`config.mk`:
```
export PLATFORM = sky130hd
export DESIGN_NAME = dir_clean_owner
export DESIGN_NICKNAME = d
export VERILOG_FILES = /design/src/rtl/dir_pkg.sv /design/src/rtl/dir_lowbit.sv /design/src/rtl/dir_match.sv /design/src/rtl/dir_clean_owner.sv
export SDC_FILE = /design/constraint.sdc
export NUM_CORES = 1
export LEC_CHECK = 0
export ABC_AREA = 1
export BUFFER_PORTS_ARGS = -buffer_cell sky130_fd_sc_hd__buf_4
export CAP_MARGIN = 0
export CELL_PAD_IN_SITES_DETAIL_PLACEMENT = 1
export CELL_PAD_IN_SITES_GLOBAL_PLACEMENT = 2
export CORE_MARGIN = 2
export CORE_UTILIZATION = 39
export CTS_CLUSTER_SIZE = 30
export DETAILED_ROUTE_END_ITERATION = 12
export PLACE_DENSITY = 0.93
export SYNTH_ARGS = -nofsm -noshare
export SYNTH_HDL_FRONTEND = slang
export SYNTH_HIERARCHICAL = 1
export SYNTH_SLANG_ARGS = --single-unit
```
`constraint.sdc`:
```
create_clock -name clk -period 7.2 [get_ports clk]
set_input_delay 0 -clock clk [delete_from_list [all_inputs] [get_ports clk]]
set_output_delay 0 -clock clk [all_outputs]
set_load 0.03 [all_outputs]
```
`src/rtl/dir_pkg.sv`:
```
package dir_pkg;
    typedef enum logic [1:0] {
        OP_READ  = 2'd0,
        OP_PUTS  = 2'd1,
        OP_SPILL = 2'd2,
        OP_NOP   = 2'd3
    } dir_op_e;

    typedef enum logic [1:0] {
        ACT_NONE = 2'd0,
        ACT_FWD  = 2'd1,
        ACT_MEM  = 2'd2,
        ACT_XFER = 2'd3
    } dir_act_e;
endpackage

```
`src/rtl/dir_lowbit.sv`:
```
// Priority encoder: index of the lowest set bit.
module dir_lowbit #(
    parameter int W = 4,
    localparam int IW = (W > 1) ? $clog2(W) : 1
) (
    input  logic [W-1:0]  vec,
    output logic          any,
    output logic [IW-1:0] idx
);
    always_comb begin
        any = 1'b0;
        idx = '0;
        for (int i = W - 1; i >= 0; i--) begin
            if (vec[i]) begin
                any = 1'b1;
                idx = IW'(i);
            end
        end
    end
endmodule

```
`src/rtl/dir_match.sv`:
```
// Associative lookup over the table tags plus free-slot choice.
module dir_match #(
    parameter int ENTRIES = 8,
    parameter int AW      = 16,
    localparam int EW = (ENTRIES > 1) ? $clog2(ENTRIES) : 1
) (
    input  logic [ENTRIES-1:0]         vld,
    input  logic [ENTRIES-1:0][AW-1:0] tags,
    input  logic [AW-1:0]              key,
    output logic                       hit,
    output logic [EW-1:0]              hit_idx,
    output logic                       free_any,
    output logic [EW-1:0]              free_idx
);
    logic [ENTRIES-1:0] eq;

    for (genvar g = 0; g < ENTRIES; g++) begin : g_cmp
        assign eq[g] = vld[g] && (tags[g] == key);
    end

    dir_lowbit #(.W(ENTRIES)) u_hit (
        .vec (eq),
        .any (hit),
        .idx (hit_idx)
    );

    dir_lowbit #(.W(ENTRIES)) u_free (
        .vec (~vld),
        .any (free_any),
        .idx (free_idx)
    );
endmodule

```
`src/rtl/dir_clean_owner.sv`:
```
module dir_clean_owner
    import dir_pkg::*;
#(
    parameter int NCACHE  = 4,
    parameter int ENTRIES = 8,
    parameter int ADDR_W  = 16,
    localparam int ID_W = (NCACHE > 1) ? $clog2(NCACHE) : 1,
    localparam int EI_W = (ENTRIES > 1) ? $clog2(ENTRIES) : 1
) (
    input  logic              clk,
    input  logic              rst_n,
    input  logic              req_valid,
    output logic              req_ready,
    input  logic [1:0]        req_op,
    input  logic [ID_W-1:0]   req_src,
    input  logic [ID_W-1:0]   req_dst,
    input  logic [ADDR_W-1:0] req_addr,
    output logic              rsp_valid,
    input  logic              rsp_ready,
    output logic [1:0]        rsp_act,
    output logic [ID_W-1:0]   rsp_tgt,
    output logic [ID_W-1:0]   rsp_req,
    output logic              rsp_sgl,
    output logic [ID_W-1:0]   rsp_sgl_tgt,
    output logic [ID_W-1:0]   rsp_own,
    output logic [ADDR_W-1:0] rsp_addr
);
    typedef struct packed {
        logic [ENTRIES-1:0]             vld;
        logic [ENTRIES-1:0][ADDR_W-1:0] tag;
        logic [ENTRIES-1:0][NCACHE-1:0] shr;
        logic [ENTRIES-1:0][ID_W-1:0]   own;
        logic                           rv;
        dir_act_e                       act;
        logic [ID_W-1:0]                tgt;
        logic [ID_W-1:0]                rq;
        logic                           sgl;
        logic [ID_W-1:0]                stg;
        logic [ID_W-1:0]                ow;
        logic [ADDR_W-1:0]              addr;
    } st_t;

    st_t st_d, st_q;

    dir_op_e          op;
    logic             hit, free_any, need_alloc, fire, eff, sgl, beat;
    logic [EI_W-1:0]  hit_idx, free_idx, sel;
    logic [NCACHE-1:0] src_bit, dst_bit, cur, others, nv;
    logic [ID_W-1:0]  cur_own, new_own, act_tgt, oth_idx, nv_idx;
    logic             oth_any, nv_any;
    dir_act_e         act;

    assign op      = dir_op_e'(req_op);
    assign src_bit = NCACHE'(1) << req_src;
    assign dst_bit = NCACHE'(1) << req_dst;

    dir_match #(.ENTRIES(ENTRIES), .AW(ADDR_W)) u_match (
        .vld      (st_q.vld),
        .tags     (st_q.tag),
        .key      (req_addr),
        .hit      (hit),
        .hit_idx  (hit_idx),
        .free_any (free_any),
        .free_idx (free_idx)
    );

    assign cur     = hit ? st_q.shr[hit_idx] : '0;
    assign cur_own = hit ? st_q.own[hit_idx] : '0;
    assign others  = cur & ~src_bit;
    assign sel     = hit ? hit_idx : free_idx;

    dir_lowbit #(.W(NCACHE)) u_first (
        .vec (others),
        .any (oth_any),
        .idx (oth_idx)
    );

    // Holder vector and action after the request.
    always_comb begin
        act     = ACT_NONE;
        act_tgt = req_src;
        nv      = cur;
        eff     = 1'b0;
        unique case (op)
            OP_READ: begin
                eff = 1'b1;
                if (oth_any) begin
                    act     = ACT_FWD;
                    act_tgt = oth_idx;
                    nv      = cur | src_bit;
                end else begin
                    act = ACT_MEM;
                    nv  = src_bit;
                end
            end
            OP_PUTS: begin
                eff = hit;
                nv  = cur & ~src_bit;
            end
            OP_SPILL: begin
                eff = 1'b1;
                act = ACT_XFER;
                nv  = (cur & ~src_bit) | dst_bit;
            end
            default: eff = 1'b0;
        endcase
    end

    dir_lowbit #(.W(NCACHE)) u_remain (
        .vec (nv),
        .any (nv_any),
        .idx (nv_idx)
    );

    assign need_alloc = !hit && (op == OP_READ || op == OP_SPILL);
    assign req_ready  = (!st_q.rv || rsp_ready) && (!need_alloc || free_any);
    assign fire       = req_valid && req_ready;

    always_comb begin
        st_d = st_q;

        unique case (op)
            OP_READ:  new_own = oth_any ? cur_own : req_src;
            OP_PUTS:  new_own = (cur_own == req_src && nv_any) ? nv_idx : cur_own;
            OP_SPILL: new_own = req_dst;
            default:  new_own = cur_own;
        endcase

        sgl  = eff && ($countones(nv) == 1) && ((nv != cur) || op == OP_READ);
        beat = eff && ((act != ACT_NONE) || sgl);

        if (st_q.rv && rsp_ready) st_d.rv = 1'b0;

        if (fire && beat) begin
            st_d.rv   = 1'b1;
            st_d.act  = act;
            st_d.tgt  = act_tgt;
            st_d.rq   = (op == OP_SPILL) ? req_dst : req_src;
            st_d.sgl  = sgl;
            st_d.stg  = nv_idx;
            st_d.ow   = new_own;
            st_d.addr = req_addr;
        end

        if (fire && eff) begin
            st_d.vld[sel] = nv_any;
            st_d.tag[sel] = req_addr;
            st_d.shr[sel] = nv;
            st_d.own[sel] = new_own;
        end
    end

    always_ff @(posedge clk or negedge rst_n) begin
        if (!rst_n) st_q <= '0;
        else        st_q <= st_d;
    end

    assign rsp_valid   = st_q.rv;
    assign rsp_act     = st_q.act;
    assign rsp_tgt     = st_q.tgt;
    assign rsp_req     = st_q.rq;
    assign rsp_sgl     = st_q.sgl;
    assign rsp_sgl_tgt = st_q.stg;
    assign rsp_own     = st_q.ow;
    assign rsp_addr    = st_q.addr;
endmodule

```
==> results.toml, run 1 <==
[sta]
period_minus_slack_ns = 6.54
hold_viol_final = 0
rsz0062_at_grt = "false"
fin_tns_setup_ns = 0
fmax_mhz = 153
tightest_slew_ns = 0.994
finalCritPeriodShare_pct = 90.8
max_slew_margin_pct = 33.4
clock_skew_ns = 0.0189
setup_slack_ns = 0.660
slew_violations = 0
setup_viol = 0

[place]
gp_congestion = 0.899
portBuffers = 54
dp_hpwl_microns = 26600
dp_worst_setup_slack_ns = 0.804

[worst_hold_path]
hold_path.startpoint = "req_src[0]"
hold_depth = 5
min_path_type = "input port to flip-flop"

[floorplanning]
initial_core_util_pct = 39.8
ios = 55
die_area_sq_mm = 0.0307
fp.dieW_microns = 175
rows = 62
die-height_microns = 175
core_area_sq_mm = 0.0288

[yosys]
ys_types = 34
synth_top_area_cell = "dfrtp_1"
synth-main-ff-cell = "dfrtp_1"
yosys-top-cells-area = "dfrtp_1 (46%), nand2_1 (19%), o21ai_0 (8.9%), inv_1 (6.0%), nor2_1 (3.7%)"
syn_area_sq_mm = 0.0114
synth_nets = 1618
synth-edff-count = 0
synth-seq-area-share_pct = 46.4
synth_top_area_share_pct = 46.4
avgSynthCellArea_sq_um = 7.20
synth-seq-cells = 212
synth_most_common_cell = "nand2_1"
ys_warn_count = 6
syn_inst = 1589
ys_top_cells_by_count = "nand2_1 (577), dfrtp_1 (212), o21ai_0 (203)"
synthArstFlopShare_pct = 100

[cts]
cts_max_level = 1
cts_max_path_buffers = 3
post_cts_resize_count = 0
clock_latency_ns = 0.54
cts.sinks = 212
clk_pin_slew_ns = 0.06
cts.hold.buffers_added = 22
cts-root-buf = "clkbuf_16"
cts_inserted_buffers = 25
tritoncts = "done"
post_cts_buffers = 0

[power_and_ir_drop]
p_sw_mw = 1.21
p_total_mw = 3.65
vdd_drop_max_uv = 175
p_leak_nw = 6.40
powerDensity_mw_per_mm2 = 282
seqPwrFrac_pct = 43.5
p_comb_share_pct = 22.3
clock_power_share_pct = 34.1
intPower_mw = 2.44
p_sw_share_pct = 33.2

[critical_path]
critPathLaunch = "st_q[141]"
startpoint_type = "flip-flop"
endpoint_kind = "flip-flop"
max_stage_delay_ns = 0.46
crit_path_max_fanout = 29
critical-path-slowest-cell = "fa_1"
regToRegStartpoint = "st_q[141]"
cp_data_arrival_time_ns = 7.01
worstRegToRegCells = 37
worstPathRequired_ns = 7.67
worstSetupPathType = "flip-flop to flip-flop"
cpMostUsedCell = "nand2_1"

[cells_and_area]
layout.nets = 1646
postLayoutCoreUtil_pct = 44.9
layout-drive-gt1-share_pct = 9.06
synthToLayoutAreaGrowth_pct = 12.9
diodes = 0

[drt]
ant_nets = 0
wl_per_cell_microns = 18.8
drc_errors = 0
drt-total-wl_microns = 38000
drt_pass1_iterations = 5
drt_iter0_markers = 682
vias = 10400
viasPerCell = 5.13

[grt]
grt_max_degree = 87
antenna_found_initial = 0
track_usage_pct = 25.0
overflow = 0
grt_pass1_vias = 10600
grt_pass1_wl_microns = 59700

[job]
cap_violations = 0

[status]
status = "finished clean"
==> logic make-up after synthesis <==
| family | share of synthesized area, % |
|---|---|
| AO/OA/AOI/OAI | 12.3 |
| flip-flops | 46.4 |
| adder cells (fa/ha/maj) | 0.394 |
| buffers and inverters | 11.2 |
| XOR/XNOR | 2.07 |
| AND/OR/NAND/NOR | 27.7 |
==> worst max-delay path, delay by kind of cell, from the launching register on <==
family / cells / cell delay [ns]
AO/OA/AOI/OAI: 1 / 0.08
adder cells (fa/ha/maj): 3 / 0.93
buffers and inverters: 7 / 1.21
flip-flops: 1 / 0.42
AND/OR/NAND/NOR: 26 / 3.79
==> worst paths after layout <==
check                               to  slack [ns]
max                        rsp_addr[1]        0.66
min                         rsp_req[0]        0.05
max reg2reg                rsp_addr[1]        0.66
min reg2reg                   st_q[72]        0.48
max in group asynchronous    st_q[186]        5.77
min in group asynchronous   rsp_tgt[1]        0.07
==> registers in the layout (all words and copies together), names as in the netlist <==
register,count
rsp_sgl,1
rsp_act,2
rsp_addr,16
rsp_tgt,2
rsp_valid,1
st_q,184
rsp_req,2
rsp_sgl_tgt,2
rsp_own,2
==> power groups by stage <==
stage	clock [mW]	combinational (mW)	sequential, mW
3_5_place_dp	0	0.801	1.60
5_1_grt	1.31	0.923	1.62
2_1_floorplan	0	0.583	1.56
6_report	1.25	0.814	1.59
4_1_cts	1.26	0.818	1.59
3_3_place_gp	0	0.775	1.60
==> per-stage QoR <==
step	cell area, sq um	hold WS, ns	instances
finish	12900	0.0518	2017
global route	12900	0.0891	2017
CTS	12900	0.0276	2017
global placement	11900	0.0534	1952
detailed placement	11900	0.0531	1952
floorplan	11400	-0.296	1589
==> routing by layer <==
metal  global-route usage (%)  routed length, microns  vias up
met4                     10.6                    1790        0
met3                     2.58                    1140       80
li1                         -                       -     4969
met1                     32.4                   16900     5118
met2                     42.5                   18200      189
met5                        0                       0        -
==> cells in the final DEF (no fill, tap or decap), types with 8 or more instances in the layout <==
cell           netlist  routed
nand2_1            577     577
dlygate4sd3_1        0      22
buf_4               30      66
dfrtp_1            212     212
inv_1              182     182
clkbuf_16            0      25
nand3_1             62      62
o22ai_1             17      17
xor2_1              20      20
nor2_2               8       8
nand4_1              9       9
clkbuf_8             0       9
o21ai_0            203     203
o21ai_1             18      18
inv_2               19      19
nor2_1             114     114
nand2_2              9       9
==> cell type report <==
type,count,area (sq um)
clock buffer,40,772
clock inverter,3,18.8
fill,3647,15900
inverter,201,754
multi-input combinational,1088,4860
sequential,212,5310
tap,384,480
timing repair buffer,89,731
Note: power is estimated with default switching activity, not from simulation.
==> run 2: changes to the inputs <==
--- a/config.mk
+++ b/config.mk
@@ -5,16 +5,16 @@
 export SDC_FILE = /design/constraint.sdc
 export NUM_CORES = 1
 export LEC_CHECK = 0
-export ABC_AREA = 1
+export ABC_CLOCK_PERIOD_IN_PS = 7490
 export BUFFER_PORTS_ARGS = -buffer_cell sky130_fd_sc_hd__buf_4
 export CAP_MARGIN = 0
 export CELL_PAD_IN_SITES_DETAIL_PLACEMENT = 1
 export CELL_PAD_IN_SITES_GLOBAL_PLACEMENT = 2
 export CORE_MARGIN = 2
-export CORE_UTILIZATION = 39
+export CORE_UTILIZATION = 43
 export CTS_CLUSTER_SIZE = 30
 export DETAILED_ROUTE_END_ITERATION = 12
-export PLACE_DENSITY = 0.93
+export PLACE_DENSITY = 0.87
 export SYNTH_ARGS = -nofsm -noshare
 export SYNTH_HDL_FRONTEND = slang
 export SYNTH_HIERARCHICAL = 1
==> constraint.sdc (replaced) <==
create_clock -name clk -period 7.49 [get_ports clk]
set_input_delay 0 -clock clk [delete_from_list [all_inputs] [get_ports clk]]
set_output_delay 0 -clock clk [all_outputs]
set_load 0.03 [all_outputs]
==> results.toml, run 2 <==
[yosys]
synth_top_area_share_pct = 47.0
synth_top_area_cell = "dfrtp_1"
synthArstFlopShare_pct = 100
ys_types = 63
syn_inst = 901
yosys-top-cells-area = "dfrtp_1 (47%), mux2_2 (19%), xor2_1 (10%), mux2_1 (2.0%), buf_6 (1.8%)"
ys_top_cells_by_count = "dfrtp_1 (212), mux2_2 (190), xor2_1 (130)"
synth-seq-area-share_pct = 47.0
ys_warn_count = 6
syn_area_sq_mm = 0.0113
avgSynthCellArea_sq_um = 12.5
synth_most_common_cell = "dfrtp_1"
synth-main-ff-cell = "dfrtp_1"
synth-edff-count = 0
synth-seq-cells = 212
synth_nets = 930

[sta]
tightest_slew_ns = 1.06
clock_skew_ns = 0.0238
hold_viol_final = 0
slew_violations = 0
finalCritPeriodShare_pct = 93.5
rsz0062_at_grt = "false"
max_slew_margin_pct = 29.4
fmax_mhz = 143
fin_tns_setup_ns = 0
period_minus_slack_ns = 7.00
setup_slack_ns = 0.488
setup_viol = 0

[cts]
tritoncts = "done"
cts_max_level = 1
clk_pin_slew_ns = 0.06
cts_inserted_buffers = 25
cts.sinks = 212
cts-root-buf = "clkbuf_16"
post_cts_buffers = 0
clock_latency_ns = 0.53
cts_max_path_buffers = 3

[place]
portBuffers = 54
post-place-cells = 1230
dp_worst_setup_slack_ns = 0.388
gp_congestion = 0.810
dp_hpwl_microns = 17300

[critical_path]
worstRegToRegCells = 25
critPathLaunch = "st_q[194]"
startpoint_type = "flip-flop"
worst_r2r_endpoint = "rsp_addr[4]"
worstPathRequired_ns = 7.88
rrSetupSlack_ns = 0.49
crit_end = "rsp_addr[4]"
endpoint_kind = "flip-flop"
crit_path_max_fanout = 16
worstSetupPathType = "flip-flop to flip-flop"
regToRegStartpoint = "st_q[194]"
cp_data_arrival_time_ns = 7.39

[worst_hold_path]
min_path_type = "input port to flip-flop"
hold_depth = 3

[power_and_ir_drop]
powerDensity_mw_per_mm2 = 277
vdd_drop_max_uv = 191
p_leak_nw = 6.00

[grt]
grt_pass1_wl_microns = 44600
track_usage_pct = 20.1
grt_max_degree = 132
grt_pass1_vias = 7788
antenna_found_initial = 1
overflow = 0

[drt]
drt-total-wl_microns = 27600
ant_nets = 0
drc_errors = 0
drt_iter0_markers = 318
wl_per_cell_microns = 21.3
drt_pass1_iterations = 4
vias = 7178
viasPerCell = 5.54

[floorplanning]
initial_core_util_pct = 43.6
core_area_sq_mm = 0.0259
ios = 55
fp.dieW_microns = 166
rows = 59
die-height_microns = 166
die_area_sq_mm = 0.0276

[status]
status = "finished clean"

[cells_and_area]
top_register = "st_q"
largest_reg_flops = 184
layout-drive-gt1-share_pct = 35.6
instances_no_fill = 1296
final_cell_mix = "dfrtp_1 (212), mux2_2 (190), xor2_1 (130)"
final_common_cell = "dfrtp_1"
regArea_sq_mm = 0.00531
layout.nets = 972
synthToLayoutAreaGrowth_pct = 13.0
fillers = 2658
multi_input_area_sq_mm = 0.00541

[job]
cap_violations = 0
[run 2: changes by cell type in the layout (fill, tap and decap cells not counted), sizes merged, moves of 9 or more]
cell / previous run / this run
nor4: 0 / 30
nor2b: 0 / 9
xor2: 20 / 130
o22ai: 17 / 3
mux2: 0 / 218
inv: 202 / 22
nand2b: 0 / 9
nor3: 9 / 24
o21ai: 221 / 8
nand2: 586 / 21
nand3: 63 / 3
nor2: 122 / 35
mux4: 0 / 11
[run 2: how the worst min path moves through the flow]
| stage | slack [ns] | end | startpoint |
|---|---|---|---|
| after floorplan | -0.30 | rsp_act[0] | rst_n |
| after global placement | 0.20 | rsp_addr[9] | rst_n |
| after detailed placement | 0.21 | rsp_addr[9] | rst_n |
| after CTS | 0.003 | rsp_tgt[0] | req_src[0] |
| after global routing | 0.01 | rsp_tgt[0] | req_src[0] |
| final | 0.01 | rsp_valid | rsp_ready |
[run 2: metrics by stage]
stage	power (mW)	area (sq um)	hold WS [ns]	util (%)
2_1_floorplan	2.15	11300	-0.296	-
3_3_place_gp	2.30	11700	0.203	45.3
3_5_place_dp	2.34	11700	0.214	45.3
4_1_cts	3.57	12700	0.00288	49.2
5_1_grt	3.72	12800	0.0111	49.3
6_report	3.53	12800	0.0102	49.3
[run 2: report_power, final]
part           total (mW)  switching, mW  internal (mW)
combinational       0.795          0.397          0.398
sequential           1.54          0.150           1.39
clock                1.20          0.473          0.727
[run 2: area by class of cell]
| type | count | share of cell area [%] |
|---|---|---|
| clock buffer | 39 | 5.94 |
| multi-input combinational | 593 | 42.4 |
| antenna | 1 | 0.0196 |
| tap | 335 | 3.28 |
| clock inverter | 5 | 0.470 |
| timing repair buffer | 91 | 5.80 |
| sequential | 212 | 41.5 |
| inverter | 20 | 0.588 |
[run 2: logic make-up after synthesis]
| group | after synthesis | share of synthesized area, % |
|---|---|---|
| muxes | 230 | 24.4 |
| DFF | 212 | 47.0 |
| and+or+nand+nor | 159 | 8.02 |
| xor gates and xnor gates | 130 | 10.1 |
| buffers and inverters | 97 | 5.56 |
| AOI/OAI and AO/OA | 70 | 4.55 |
| adders and majority gates | 3 | 0.399 |
[run 2: worst max-delay path, cell delays in order, from the launching register on]
cell and delay (ns):
dfrtp_1 0.40, xor2_1 0.16, nor4_1 0.44, nand4_1 0.20, nor3_2 0.27, o21ai_0 0.16
a211oi_2 0.24, buf_4 0.32, mux4_1 0.60, mux2_2 0.28, nand2_1 0.23, nor2_1 0.11
nor2_1 0.10, nand2_1 0.21, nor2_1 0.24, a21oi_1 0.10, o211a_1 0.36, fa_1 0.48
ha_1 0.19, ha_1 0.27, nor2_1 0.10, nand2_1 0.07, a211o_1 0.29, o32ai_4 0.44
nor2_4 0.24, mux2_1 0.36
[run 2: what timing repair did]
action | in CTS | in global routing
hold buffers | 20 | 0
hold endpoints to repair | 271 | 0
resized for setup | 0 | 2
setup endpoints to repair | 0 | 25
[run 2: routing by layer]
metal	part of all wire [%]	GRT usage, %	vias to the layer above
met1	45	26.8	3770
met5	0	0	-
met3	2.7	2.41	51
li1	-	-	3250
met4	2.2	5.14	0
met2	50	35.1	107
==> run 3: changes to the inputs <==
--- a/config.mk
+++ b/config.mk
@@ -15,6 +15,7 @@
 export CTS_CLUSTER_SIZE = 30
 export DETAILED_ROUTE_END_ITERATION = 12
 export PLACE_DENSITY = 0.87
+export RECOVER_POWER = 25
 export SYNTH_ARGS = -nofsm -noshare
 export SYNTH_HDL_FRONTEND = slang
 export SYNTH_HIERARCHICAL = 1
==> results.toml, run 3 (synthesis results as in run 2) <==
[status]
status = "finished, violations left"
violations = "max-capacitance violations, max-slew violations"

[sta]
fmax_mhz = 143
slew_violations = 132
setup_slack_ns = 0.488
setup_viol = 0
hold_viol_final = 0
period_minus_slack_ns = 7.00
fin_tns_setup_ns = 0
hold_slack_ns = 0.0104
finalCritPeriodShare_pct = 93.5
clock_skew_ns = 0.0238
max_slew_margin_pct = -315
rsz0062_at_grt = "false"
tightest_slew_ns = 6.22

[drt]
ant_nets = 0
drt-total-wl_microns = 27600
viasPerCell = 5.54
drt_pass1_iterations = 4
vias = 7178
drt_iter0_markers = 318
drc_errors = 0
wl_per_cell_microns = 21.3

[cells_and_area]
final_common_cell = "dfrtp_1"
synthToLayoutAreaGrowth_pct = 13.0
largest_reg_flops = 184
final_cell_mix = "dfrtp_1 (212), mux2_2 (190), xor2_1 (130)"
layout-drive-gt1-share_pct = 35.5
layout.nets = 972
top_register = "st_q"

[floorplanning]
rows = 59
ios = 55
die_area_sq_mm = 0.0276
die-height_microns = 166
initial_core_util_pct = 43.6
core_area_sq_mm = 0.0259
fp.dieW_microns = 166

[worst_hold_path]
min_path_type = "input port to flip-flop"
hold_depth = 3
hold_path.startpoint = "rsp_ready"
worstHoldEndpoint = "rsp_valid"

[critical_path]
cp_data_arrival_time_ns = 7.39
rrSetupSlack_ns = 0.49
worstRegToRegCells = 25
endpoint_kind = "flip-flop"
startpoint_type = "flip-flop"
worst_r2r_endpoint = "rsp_addr[4]"
regToRegStartpoint = "st_q[194]"
worstPathRequired_ns = 7.88
crit_path_max_fanout = 16
worstSetupPathType = "flip-flop to flip-flop"

[grt]
overflow = 0
antenna_found_initial = 1
track_usage_pct = 20.1
grt_pass1_wl_microns = 44600
grt_pass1_vias = 7788
grt_max_degree = 132

[cts]
cts_max_level = 1
clk_pin_slew_ns = 0.06
cts.sinks = 212
cts_max_path_buffers = 3
post_cts_buffers = 0
clock_latency_ns = 0.53
cts-root-buf = "clkbuf_16"
cts_inserted_buffers = 25
tritoncts = "done"

[power_and_ir_drop]
p_leak_nw = 5.99
powerDensity_mw_per_mm2 = 277
vdd_drop_max_uv = 191

[place]
portBuffers = 54
dp_worst_setup_slack_ns = 0.388
dp_hpwl_microns = 17300
gp_congestion = 0.810

[job]
cap_violations = 1
run 3: cell count changes in the layout (fill, tap and decap cells not counted), sizes merged:
cell / delta
buf: -1
clkdlybuf4s25: +1
run 3: what timing repair did:
item | in CTS | in global routing
gates resized for setup | 0 | 2
endpoints found under the hold margin | 271 | 0
setup endpoints to repair | 0 | 25
hold buffers | 20 | 0
run 3: worst max-delay path, stage by stage (launching register included):
cell      delay [ns]
dfrtp_1         0.40
xor2_1          0.16
nor4_1          0.44
nand4_1         0.20
nor3_2          0.27
o21ai_0         0.16
a211oi_2        0.24
buf_4           0.32
mux4_1          0.60
mux2_2          0.28
nand2_1         0.23
nor2_1          0.11
nor2_1          0.10
nand2_1         0.21
nor2_1          0.24
a21oi_1         0.10
o211a_1         0.36
fa_1            0.48
ha_1            0.19
ha_1            0.27
nor2_1          0.10
nand2_1         0.07
a211o_1         0.29
o32ai_4         0.44
nor2_4          0.24
mux2_1          0.36
run 3: how the worst max path moves through the flow:
stage                     depth (start not counted)        endpoint  slack (ns)      start
after detailed placement                         24      rsp_tgt[1]        0.39  st_q[194]
after floorplan                                  28    rsp_addr[10]        1.36  st_q[197]
after global routing                             24    rsp_addr[10]        0.09  st_q[185]
after global placement                           25  rsp_sgl_tgt[1]        0.60  st_q[185]
final                                            25     rsp_addr[4]        0.49  st_q[194]
after CTS                                        24      rsp_req[1]        0.36  st_q[194]
run 3: final cells by class:
| cell class | count | area (sq um) |
|---|---|---|
| Fill cell | 2659 | 13100 |
| Multi-Input combinational cell | 593 | 5410 |
| Sequential cell | 212 | 5310 |
| Clock buffer | 39 | 758 |
| Timing Repair Buffer | 91 | 736 |
| Tap cell | 335 | 419 |
| Inverter | 20 | 75.1 |
| Clock inverter | 5 | 60.1 |
| Antenna cell | 1 | 2.50 |
run 3: power by group:
| part | switching [mW] | total (mW) | internal, mW | leakage [nW] |
|---|---|---|---|---|
| registers | 0.150 | 1.54 | 1.39 | 2.80 |
| clock network | 0.473 | 1.20 | 0.727 | 0.400 |
| logic | 0.397 | 0.795 | 0.398 | 2.79 |
run 3: through the flow:
step           total power [mW]  cell area, sq um  std cells  utilization (%)
2_1_floorplan              2.15             11300        901                -
3_3_place_gp               2.30             11700       1230             45.3
3_5_place_dp               2.34             11700       1230             45.3
4_1_cts                    3.57             12700       1294             49.2
5_1_grt                    3.72             12800       1296             49.3
6_report                   3.53             12800       1296             49.3
run 3: routing by layer:
metal / vias to the layer above / wire, microns / track usage (%)
li1: 3250 / - / -
met1: 3770 / 12500 / 26.8
met2: 107 / 13700 / 35.1
met3: 51 / 750 / 2.41
met4: 0 / 612 / 5.14
met5: - / 0 / 0
